--- src/rtl/i2cs_pkg.sv ---
package i2cs_pkg;
  typedef enum logic [2:0] {
    ST_IDLE,
    ST_ADDR,
    ST_AACK,
    ST_WDAT,
    ST_WACK,
    ST_RDAT,
    ST_RACK
  } i2cs_st_e;

  localparam logic [3:0] DEV_CODE = 4'b1010;
  localparam int         BYTE_W   = 8;
  localparam int         SEL_W    = 3;
endpackage

--- src/rtl/i2cs_deglitch.sv ---
module i2cs_deglitch #(
  parameter int FILT_LEN = 4
) (
  input  logic clk,
  input  logic rst_n,
  input  logic line_i,
  output logic line_o
);
  localparam int CW = $clog2(FILT_LEN + 1);

  logic          s1, s2;
  logic [CW-1:0] cnt;

  always_ff @(posedge clk or negedge rst_n) begin
    if (!rst_n) begin
      s1     <= 1'b1;
      s2     <= 1'b1;
      cnt    <= '0;
      line_o <= 1'b1;
    end else begin
      s1 <= line_i;
      s2 <= s1;
      if (s2 == line_o) begin
        cnt <= '0;
      end else if (cnt == CW'(FILT_LEN - 1)) begin
        cnt    <= '0;
        line_o <= s2;
      end else begin
        cnt <= cnt + 1'b1;
      end
    end
  end

  // the filtered line only ever moves to the value the synchronizer held
  p_filt_follows_r11: assert property (@(posedge clk) disable iff (!rst_n)
    (line_o != $past(line_o)) |-> ($past(s2) == line_o));
endmodule

--- src/rtl/i2cs_cond_det.sv ---
module i2cs_cond_det (
  input  logic clk,
  input  logic rst_n,
  input  logic scl_f,
  input  logic sda_f,
  output logic start_o,
  output logic stop_o,
  output logic rise_o,
  output logic fall_o
);
  logic scl_q, sda_q;

  always_ff @(posedge clk or negedge rst_n) begin
    if (!rst_n) begin
      scl_q <= 1'b1;
      sda_q <= 1'b1;
    end else begin
      scl_q <= scl_f;
      sda_q <= sda_f;
    end
  end

  assign start_o = scl_q & scl_f & sda_q & ~sda_f;
  assign stop_o  = scl_q & scl_f & ~sda_q & sda_f;
  assign rise_o  = ~scl_q & scl_f;
  assign fall_o  = scl_q & ~scl_f;

  // bus conditions and clock edges never coincide
  p_cond_excl_r1: assert property (@(posedge clk) disable iff (!rst_n)
    $onehot0({start_o, stop_o, rise_o, fall_o}));
endmodule

--- src/rtl/i2cs_addr_match.sv ---
module i2cs_addr_match
  import i2cs_pkg::*;
#(
  parameter int HI_BITS = 0
) (
  input  logic [6:0]       adr_i,
  input  logic [SEL_W-1:0] strap_i,
  output logic             hit_o,
  output logic [SEL_W-1:0] hi_o
);
  logic [SEL_W-1:0] sel_ok;

  for (genvar i = 0; i < SEL_W; i++) begin : g_sel
    if (i < HI_BITS) begin : g_mem
      assign sel_ok[i] = 1'b1;
      assign hi_o[i]   = adr_i[i];
    end else begin : g_pin
      assign sel_ok[i] = (adr_i[i] == strap_i[i]);
      assign hi_o[i]   = 1'b0;
    end
  end

  assign hit_o = (adr_i[6:3] == DEV_CODE) && (&sel_ok);
endmodule

--- src/rtl/i2cs_eeprom_front.sv ---
module i2cs_eeprom_front
  import i2cs_pkg::*;
#(
  parameter int FILT_LEN = 4,
  parameter int HI_BITS  = 0
) (
  input  logic              clk,
  input  logic              rst_n,
  input  logic              scl_i,
  input  logic              sda_i,
  output logic              sda_oe_o,
  input  logic [SEL_W-1:0]  strap_i,
  input  logic              busy_i,
  output logic              addr_ev_o,
  output logic              addr_rw_o,
  output logic [SEL_W-1:0]  addr_hi_o,
  output logic              stop_ev_o,
  output logic              rx_valid_o,
  input  logic              rx_ready_i,
  output logic [BYTE_W-1:0] rx_data_o,
  input  logic              wr_ack_i,
  input  logic              tx_valid_i,
  output logic              tx_ready_o,
  input  logic [BYTE_W-1:0] tx_data_i
);
  localparam int BC_W = $clog2(BYTE_W);
  localparam logic [BC_W-1:0] LAST_BIT = BC_W'(BYTE_W - 1);

  logic scl_f, sda_f;
  logic cd_start, cd_stop, cd_rise, cd_fall;

  i2cs_deglitch #(.FILT_LEN(FILT_LEN)) i_dg_scl (
    .clk(clk), .rst_n(rst_n), .line_i(scl_i), .line_o(scl_f));
  i2cs_deglitch #(.FILT_LEN(FILT_LEN)) i_dg_sda (
    .clk(clk), .rst_n(rst_n), .line_i(sda_i), .line_o(sda_f));

  i2cs_cond_det i_cond (
    .clk(clk), .rst_n(rst_n), .scl_f(scl_f), .sda_f(sda_f),
    .start_o(cd_start), .stop_o(cd_stop), .rise_o(cd_rise), .fall_o(cd_fall));

  i2cs_st_e          st;
  logic [1:0]        ph;
  logic [BC_W-1:0]   bcnt;
  logic [BYTE_W-1:0] shreg;
  logic              ack_en;
  logic [BYTE_W-1:0] txb;
  logic              txb_full;
  logic              tx_want;
  logic              hit;
  logic [SEL_W-1:0]  hi_bits;
  logic [BYTE_W-1:0] nxt_byte;
  logic [BYTE_W-1:0] in_byte;

  assign in_byte = {shreg[BYTE_W-2:0], sda_f};

  i2cs_addr_match #(.HI_BITS(HI_BITS)) i_match (
    .adr_i(in_byte[7:1]), .strap_i(strap_i), .hit_o(hit), .hi_o(hi_bits));

  always_comb begin
    if (txb_full)                  nxt_byte = txb;
    else if (tx_want && tx_valid_i) nxt_byte = tx_data_i;
    else                           nxt_byte = '1;
  end

  assign tx_ready_o = tx_want;

  always_ff @(posedge clk or negedge rst_n) begin
    if (!rst_n) begin
      st         <= ST_IDLE;
      ph         <= '0;
      bcnt       <= '0;
      shreg      <= '0;
      ack_en     <= 1'b0;
      sda_oe_o   <= 1'b0;
      addr_ev_o  <= 1'b0;
      addr_rw_o  <= 1'b0;
      addr_hi_o  <= '0;
      stop_ev_o  <= 1'b0;
      rx_valid_o <= 1'b0;
      rx_data_o  <= '0;
      txb        <= '0;
      txb_full   <= 1'b0;
      tx_want    <= 1'b0;
    end else begin
      addr_ev_o <= 1'b0;
      stop_ev_o <= 1'b0;
      if (rx_valid_o && rx_ready_i) rx_valid_o <= 1'b0;
      if (tx_want && tx_valid_i) begin
        txb      <= tx_data_i;
        txb_full <= 1'b1;
        tx_want  <= 1'b0;
      end
      if (cd_stop) begin
        st        <= ST_IDLE;
        sda_oe_o  <= 1'b0;
        stop_ev_o <= 1'b1;
        tx_want   <= 1'b0;
        txb_full  <= 1'b0;
      end else if (cd_start) begin
        st       <= ST_ADDR;
        bcnt     <= '0;
        sda_oe_o <= 1'b0;
        tx_want  <= 1'b0;
        txb_full <= 1'b0;
      end else begin
        unique case (st)
          ST_ADDR: if (cd_rise) begin
            shreg <= in_byte;
            bcnt  <= bcnt + 1'b1;
            if (bcnt == LAST_BIT) begin
              if (hit && !busy_i) begin
                st        <= ST_AACK;
                ph        <= '0;
                addr_ev_o <= 1'b1;
                addr_rw_o <= sda_f;
                addr_hi_o <= hi_bits;
                tx_want   <= sda_f;
                txb_full  <= 1'b0;
              end else begin
                st <= ST_IDLE;
              end
            end
          end
          ST_AACK: if (cd_fall) begin
            if (ph == 2'd0) begin
              sda_oe_o <= 1'b1;
              ph       <= 2'd1;
            end else if (addr_rw_o) begin
              sda_oe_o <= ~nxt_byte[BYTE_W-1];
              shreg    <= {nxt_byte[BYTE_W-2:0], 1'b0};
              bcnt     <= '0;
              txb_full <= 1'b0;
              tx_want  <= 1'b0;
              st       <= ST_RDAT;
            end else begin
              sda_oe_o <= 1'b0;
              bcnt     <= '0;
              st       <= ST_WDAT;
            end
          end
          ST_WDAT: if (cd_rise) begin
            shreg <= in_byte;
            bcnt  <= bcnt + 1'b1;
            if (bcnt == LAST_BIT) begin
              rx_data_o  <= in_byte;
              rx_valid_o <= 1'b1;
              ph         <= '0;
              st         <= ST_WACK;
            end
          end
          ST_WACK: if (cd_fall) begin
            if (ph == 2'd0) begin
              ack_en   <= wr_ack_i;
              sda_oe_o <= wr_ack_i;
              ph       <= 2'd1;
            end else begin
              sda_oe_o <= 1'b0;
              bcnt     <= '0;
              st       <= ack_en ? ST_WDAT : ST_IDLE;
            end
          end
          ST_RDAT: begin
            if (cd_rise) begin
              bcnt <= bcnt + 1'b1;
              if (bcnt == LAST_BIT) begin
                ph <= '0;
                st <= ST_RACK;
              end
            end else if (cd_fall) begin
              sda_oe_o <= ~shreg[BYTE_W-1];
              shreg    <= {shreg[BYTE_W-2:0], 1'b0};
            end
          end
          ST_RACK: begin
            if (cd_fall && ph == 2'd0) begin
              sda_oe_o <= 1'b0;
              ph       <= 2'd1;
            end else if (cd_rise && ph == 2'd1) begin
              if (!sda_f) begin
                ph       <= 2'd2;
                tx_want  <= 1'b1;
                txb_full <= 1'b0;
              end else begin
                st <= ST_IDLE;
              end
            end else if (cd_fall && ph == 2'd2) begin
              sda_oe_o <= ~nxt_byte[BYTE_W-1];
              shreg    <= {nxt_byte[BYTE_W-2:0], 1'b0};
              bcnt     <= '0;
              txb_full <= 1'b0;
              tx_want  <= 1'b0;
              st       <= ST_RDAT;
            end
          end
          default: ;
        endcase
      end
    end
  end

  // in idle the data line is never pulled
  p_idle_released_r6: assert property (@(posedge clk) disable iff (!rst_n)
    (st == ST_IDLE) |-> !sda_oe_o);

  // a STOP always lands in idle with SDA released
  p_stop_idle_r1: assert property (@(posedge clk) disable iff (!rst_n)
    cd_stop |=> (st == ST_IDLE && !sda_oe_o));

  // no address acceptance while the write cycle was busy
  p_busy_refuse_r5: assert property (@(posedge clk) disable iff (!rst_n)
    addr_ev_o |-> !$past(busy_i));

  // a received byte stays offered until taken
  p_rx_hold_r7: assert property (@(posedge clk) disable iff (!rst_n)
    (rx_valid_o && !rx_ready_i) |=> rx_valid_o);

  // the SDA drive only moves after an SCL fall or a bus condition
  p_oe_on_fall_r9: assert property (@(posedge clk) disable iff (!rst_n)
    (sda_oe_o != $past(sda_oe_o)) |-> $past(cd_fall || cd_start || cd_stop));
endmodule

--- config.mk ---
export PLATFORM = sky130hd
export DESIGN_NAME = i2cs_eeprom_front
export DESIGN_NICKNAME = d
export VERILOG_FILES = /design/src/rtl/i2cs_pkg.sv /design/src/rtl/i2cs_deglitch.sv /design/src/rtl/i2cs_cond_det.sv /design/src/rtl/i2cs_addr_match.sv /design/src/rtl/i2cs_eeprom_front.sv
export SDC_FILE = /design/constraint.sdc
export NUM_CORES = 1
export LEC_CHECK = 0
export ABC_AREA = 1
export BUFFER_PORTS_ARGS = -buffer_cell sky130_fd_sc_hd__buf_2
export CAP_MARGIN = 5
export CORE_ASPECT_RATIO = 1.4
export CORE_MARGIN = 3
export CORE_UTILIZATION = 50
export CTS_CLUSTER_DIAMETER = 50
export CTS_CLUSTER_SIZE = 20
export DETAILED_ROUTE_END_ITERATION = 6
export PLACE_DENSITY = 0.73
export SLEW_MARGIN = 20
export SYNTH_ARGS = -nofsm -noshare
export SYNTH_HDL_FRONTEND = slang
export SYNTH_SLANG_ARGS = --single-unit
--- constraint.sdc ---
create_clock -name clk -period 1.9 [get_ports clk]
set_input_delay 0.285 -clock clk [delete_from_list [all_inputs] [get_ports clk]]
set_output_delay 0.285 -clock clk [all_outputs]
set_load 0.005 [all_outputs]
==> flow_results.org <==
** Timing
- Setup violations remaining at the end of the flow were counted as 0.
- Dividing the final minimum period by the clock period gives 0.891.
- Tmin final :: about 1.7 ns
- Setup TNS :: 0 ns
- The tightest hold path in the finished design has a slack of roughly 0.065 ns.
- Max Clock Skew :: roughly 0.013 ns
- Max Fclk :: between 0.5 and 0.6 GHz
- The number of hold violations in the final report came to 0.
- At the pin with the least slew margin, the transition time is 0.595 ns.
- Slew Viols, Final :: 0
- Headroom to the max-slew limit came out at 0.603.
- Setup repair after global routing left no endpoint under its margin.

** Clock tree
- The clock reaches the later pin of the worst-skew pair after between 0.3 and 0.4 ns.
- Clock tree from TritonCTS :: built
- CTS Sinks :: 54
- H-tree Lvls :: 2
- Num CTS Buffers :: 5
- The tree is rooted in a sky130_fd_sc_hd__clkbuf_8.
- In this run the deepest clock path goes through 2 buffers.
- Clock-pin slew was measured on the worst setup and hold paths at 0.09 ns.
- Post-CTS repair timing setup buffer count :: 0

** Worst setup path
- Destination of the worst register-to-register timing path :: shreg[1]
- Setup slack, reg-to-reg :: a little over 0.2 ns
- On the worst path, the slowest cell contributes a delay of ~0.58 ns.
- Walking the worst path, the cells encountered are nand2_4, inv_1, nand2_1, nand2_1, nand2_1, a21oi_2, nand3_2, buf_12, nand2_1, o21ai_2.
- Max stage delay cell, worst path :: sky130_fd_sc_hd__dfstp_2
- Of all nets on the critical path, the largest fanout is 16.
- Start of the worst register-to-register path :: i_cond.scl_q
- Counting both buffers and inverters, the worst setup path holds a total of 2.
- Data on the critical path is required at its endpoint by 2.10 ns.
- Kind of cell adding the most delay to the critical path :: flip-flops
- Critical path arrival :: about 1.9 ns
- The number of cells on the worst reg-to-reg path is 10.
- Number of cells on the critical path :: 10
- By startpoint and endpoint, the worst setup path is classified as flop to flop.
- CP dominant cell by count :: sky130_fd_sc_hd__nand2_1
- STA classifies the critical path endpoint as a flop.
- STA classifies the critical path startpoint as a flop.

** Global route
- Global-route wire length before repair :: between 10 and 15 mm
- Total grt overflow :: 0
- Antenna violations before repair :: 0
- Largest net degree at the start of global routing :: 28
- Global-route usage over all layers :: 0.208
- The number of global-route vias before repair came to 2400.

** Hold path
- The worst hold path belongs to the class input port to flop.
- Worst hold path cell count :: 1
- The path with the worst hold slack has its endpoint at i_dg_scl.s1.
- The startpoint identified for the worst hold timing path is scl_i.

** Layout
- Total Nets Final :: ~420
- Diodes inserted :: 0
- Of the cells placed in the final design, the portion with a size suffix greater than 1 is 0.199.
- Relative to the synthesized area, the layout overhead comes to 12.6%.
- Fin area :: 0.00316 mm2

** Logic synthesis
- Most numerous cell types in the synthesized netlist :: sky130_fd_sc_hd__nand2_1, sky130_fd_sc_hd__dfrtp_1, sky130_fd_sc_hd__inv_1, sky130_fd_sc_hd__nor2_1, sky130_fd_sc_hd__a21oi_1
- Post-synthesis average cell area :: 7.93 um2
- Post-synth EDFFs :: 0
- Netlist area before placement :: 0.00281 mm2
- Of all flip-flops after synthesis, the portion carrying an async set or reset was 1.00.
- Of the synthesized area, sequential elements account for 0.485.
- Synthesis inferred 54 register bits.
- Among all cell types in the netlist, the one instantiated most often is sky130_fd_sc_hd__nand2_1.
- Cell accounting for the most synthesized area :: sky130_fd_sc_hd__dfrtp_1
- Post-synthesis cell count :: between 300 and 400
- The share of synthesized area in the top cell type comes to 0.410.
- Yosys warning total :: 0
- Most frequently used flop master after synthesis :: sky130_fd_sc_hd__dfrtp_1
- The netlist uses 34 different library cells.
- In the post-synthesis netlist, the biggest area contributors are sky130_fd_sc_hd__dfrtp_1, sky130_fd_sc_hd__nand2_1, sky130_fd_sc_hd__dfstp_2, sky130_fd_sc_hd__inv_1, sky130_fd_sc_hd__nor2_1.

** Run status
- Status :: completed

** Placement
- Detailed placement ended at an HPWL of approximately 5 mm.
- The count of buffers added on input and output ports is 32.
- Weighted congestion reported at the end of routability-driven placement :: 0.927
- Post-placement cell area :: about 0.003 mm2

** Drt
- Detailed-route via count :: 2342
- Number of detailed-routing iterations run before antenna repair :: 4
- Vias per cell :: 5.07
- The first routing iteration left ~180 violations.
- Drc violations :: 0
- ANT nets after route :: 0
- After detailed routing, the total wire length is around 6.3 mm.
- After detailed routing, the average wire length per cell comes to about 14 um.

** Floorplanning
- Horizontal die dimension :: 69.3 um
- 36 I/O pins were placed.
- The die covers around 0.0066 mm2.
- Effective utilization at floorplan :: 0.528
- In this run the core area contains 31 standard-cell rows.
- In this run the standard cell core region covers ~0.0053 mm2.
- Die Height :: 94.7 um

** Power
- Power per standard cell area :: about 1400 mW/mm2
- VDD sags by at most 0.00117 V.
- For this design the static power due to leakage is 1.66 nW.

** Flow run
- Max-cap violations in this run came to 0.
==> metal layers <==
metal | wire length [um] | global-route usage | vias to the layer above
met4 | 150 | 0.0863 | 0
met5 | 0 | 0 | -
met1 | 2610 | 0.237 | 1083
li1 | - | - | 1208
met3 | 174 | 0.0309 | 10
met2 | 3320 | 0.387 | 41
==> registers in the layout, summed over array words and instances (netlist names), 2 cells and up <==
| register | flops |
|---|---|
| bcnt | 3 |
| st | 3 |
| ph | 2 |
| i_dg_sda.cnt | 3 |
| rx_data_o | 8 |
| shreg | 8 |
| i_dg_scl.cnt | 3 |
| txb | 8 |
==> cells in the final DEF, fill, tap and decap left out, types with 8 or more instances in the layout <==
cell type and n:
sky130_fd_sc_hd__dfrtp_1 46, sky130_fd_sc_hd__buf_2 32, sky130_fd_sc_hd__inv_1 43, sky130_fd_sc_hd__nor2_1 36, sky130_fd_sc_hd__nand2_1 93, sky130_fd_sc_hd__o21ai_2 8
sky130_fd_sc_hd__dfstp_2 8, sky130_fd_sc_hd__o21ai_0 24, sky130_fd_sc_hd__nand3_1 13, sky130_fd_sc_hd__a21oi_1 25
==> report_power, final <==
| group | internal [mW] | switching, mW | leakage [nW] |
|---|---|---|---|
| Clock | 0.263 | 0.362 | 0.0395 |
| Sequential | 1.50 | 0.276 | 0.676 |
| Combinational | 0.768 | 1.34 | 0.943 |
==> cells by family (layout without fill, tap and decap cells) <==
logic type	count (synthesis)	in the layout	share of synthesized area
xor+xnor	2	2	0.00624
buf+inv	57	97	0.0864
mux	2	2	0.00802
other cells	1	3	0.00134
fa+ha+maj	4	4	0.0178
simple gates	164	164	0.250
flops	54	54	0.485
compound gates	70	70	0.145
==> worst max-delay path by stage <==
stage,startpoint,end
floorplan,i_dg_sda.line_o,shreg[6]
global placement,i_cond.scl_q,shreg[3]
detailed placement,i_cond.scl_q,shreg[1]
CTS,i_cond.scl_q,shreg[7]
global route,i_dg_scl.line_o,st[2]
finish,i_cond.scl_q,shreg[1]
==> cell type report <==
cell class	instances	area [um2]
sequential	54	1360
clock buffer	8	80.1
multi-input combinational	245	1210
timing repair buffer	41	243
inverter	48	180
tap	66	82.6
fill	500	2150
==> metrics by stage <==
step	setup WS [ns]	std cells	utilization	power, mW
final	0.207	462	0.595	4.52
after global routing	0.0530	462	0.595	4.89
after CTS	0.211	462	0.594	4.53
after detailed placement	0.232	453	0.577	3.91
after global placement	0.257	453	0.577	3.84
after floorplan	0.356	356	-	3.35
==> what timing repair did <==
item,in CTS,in global routing
hold buffers,1,0
endpoints found under the setup margin,0,2
endpoints found under the hold margin,17,0
gates resized for setup,0,1
(Power assumes the default switching activity.)
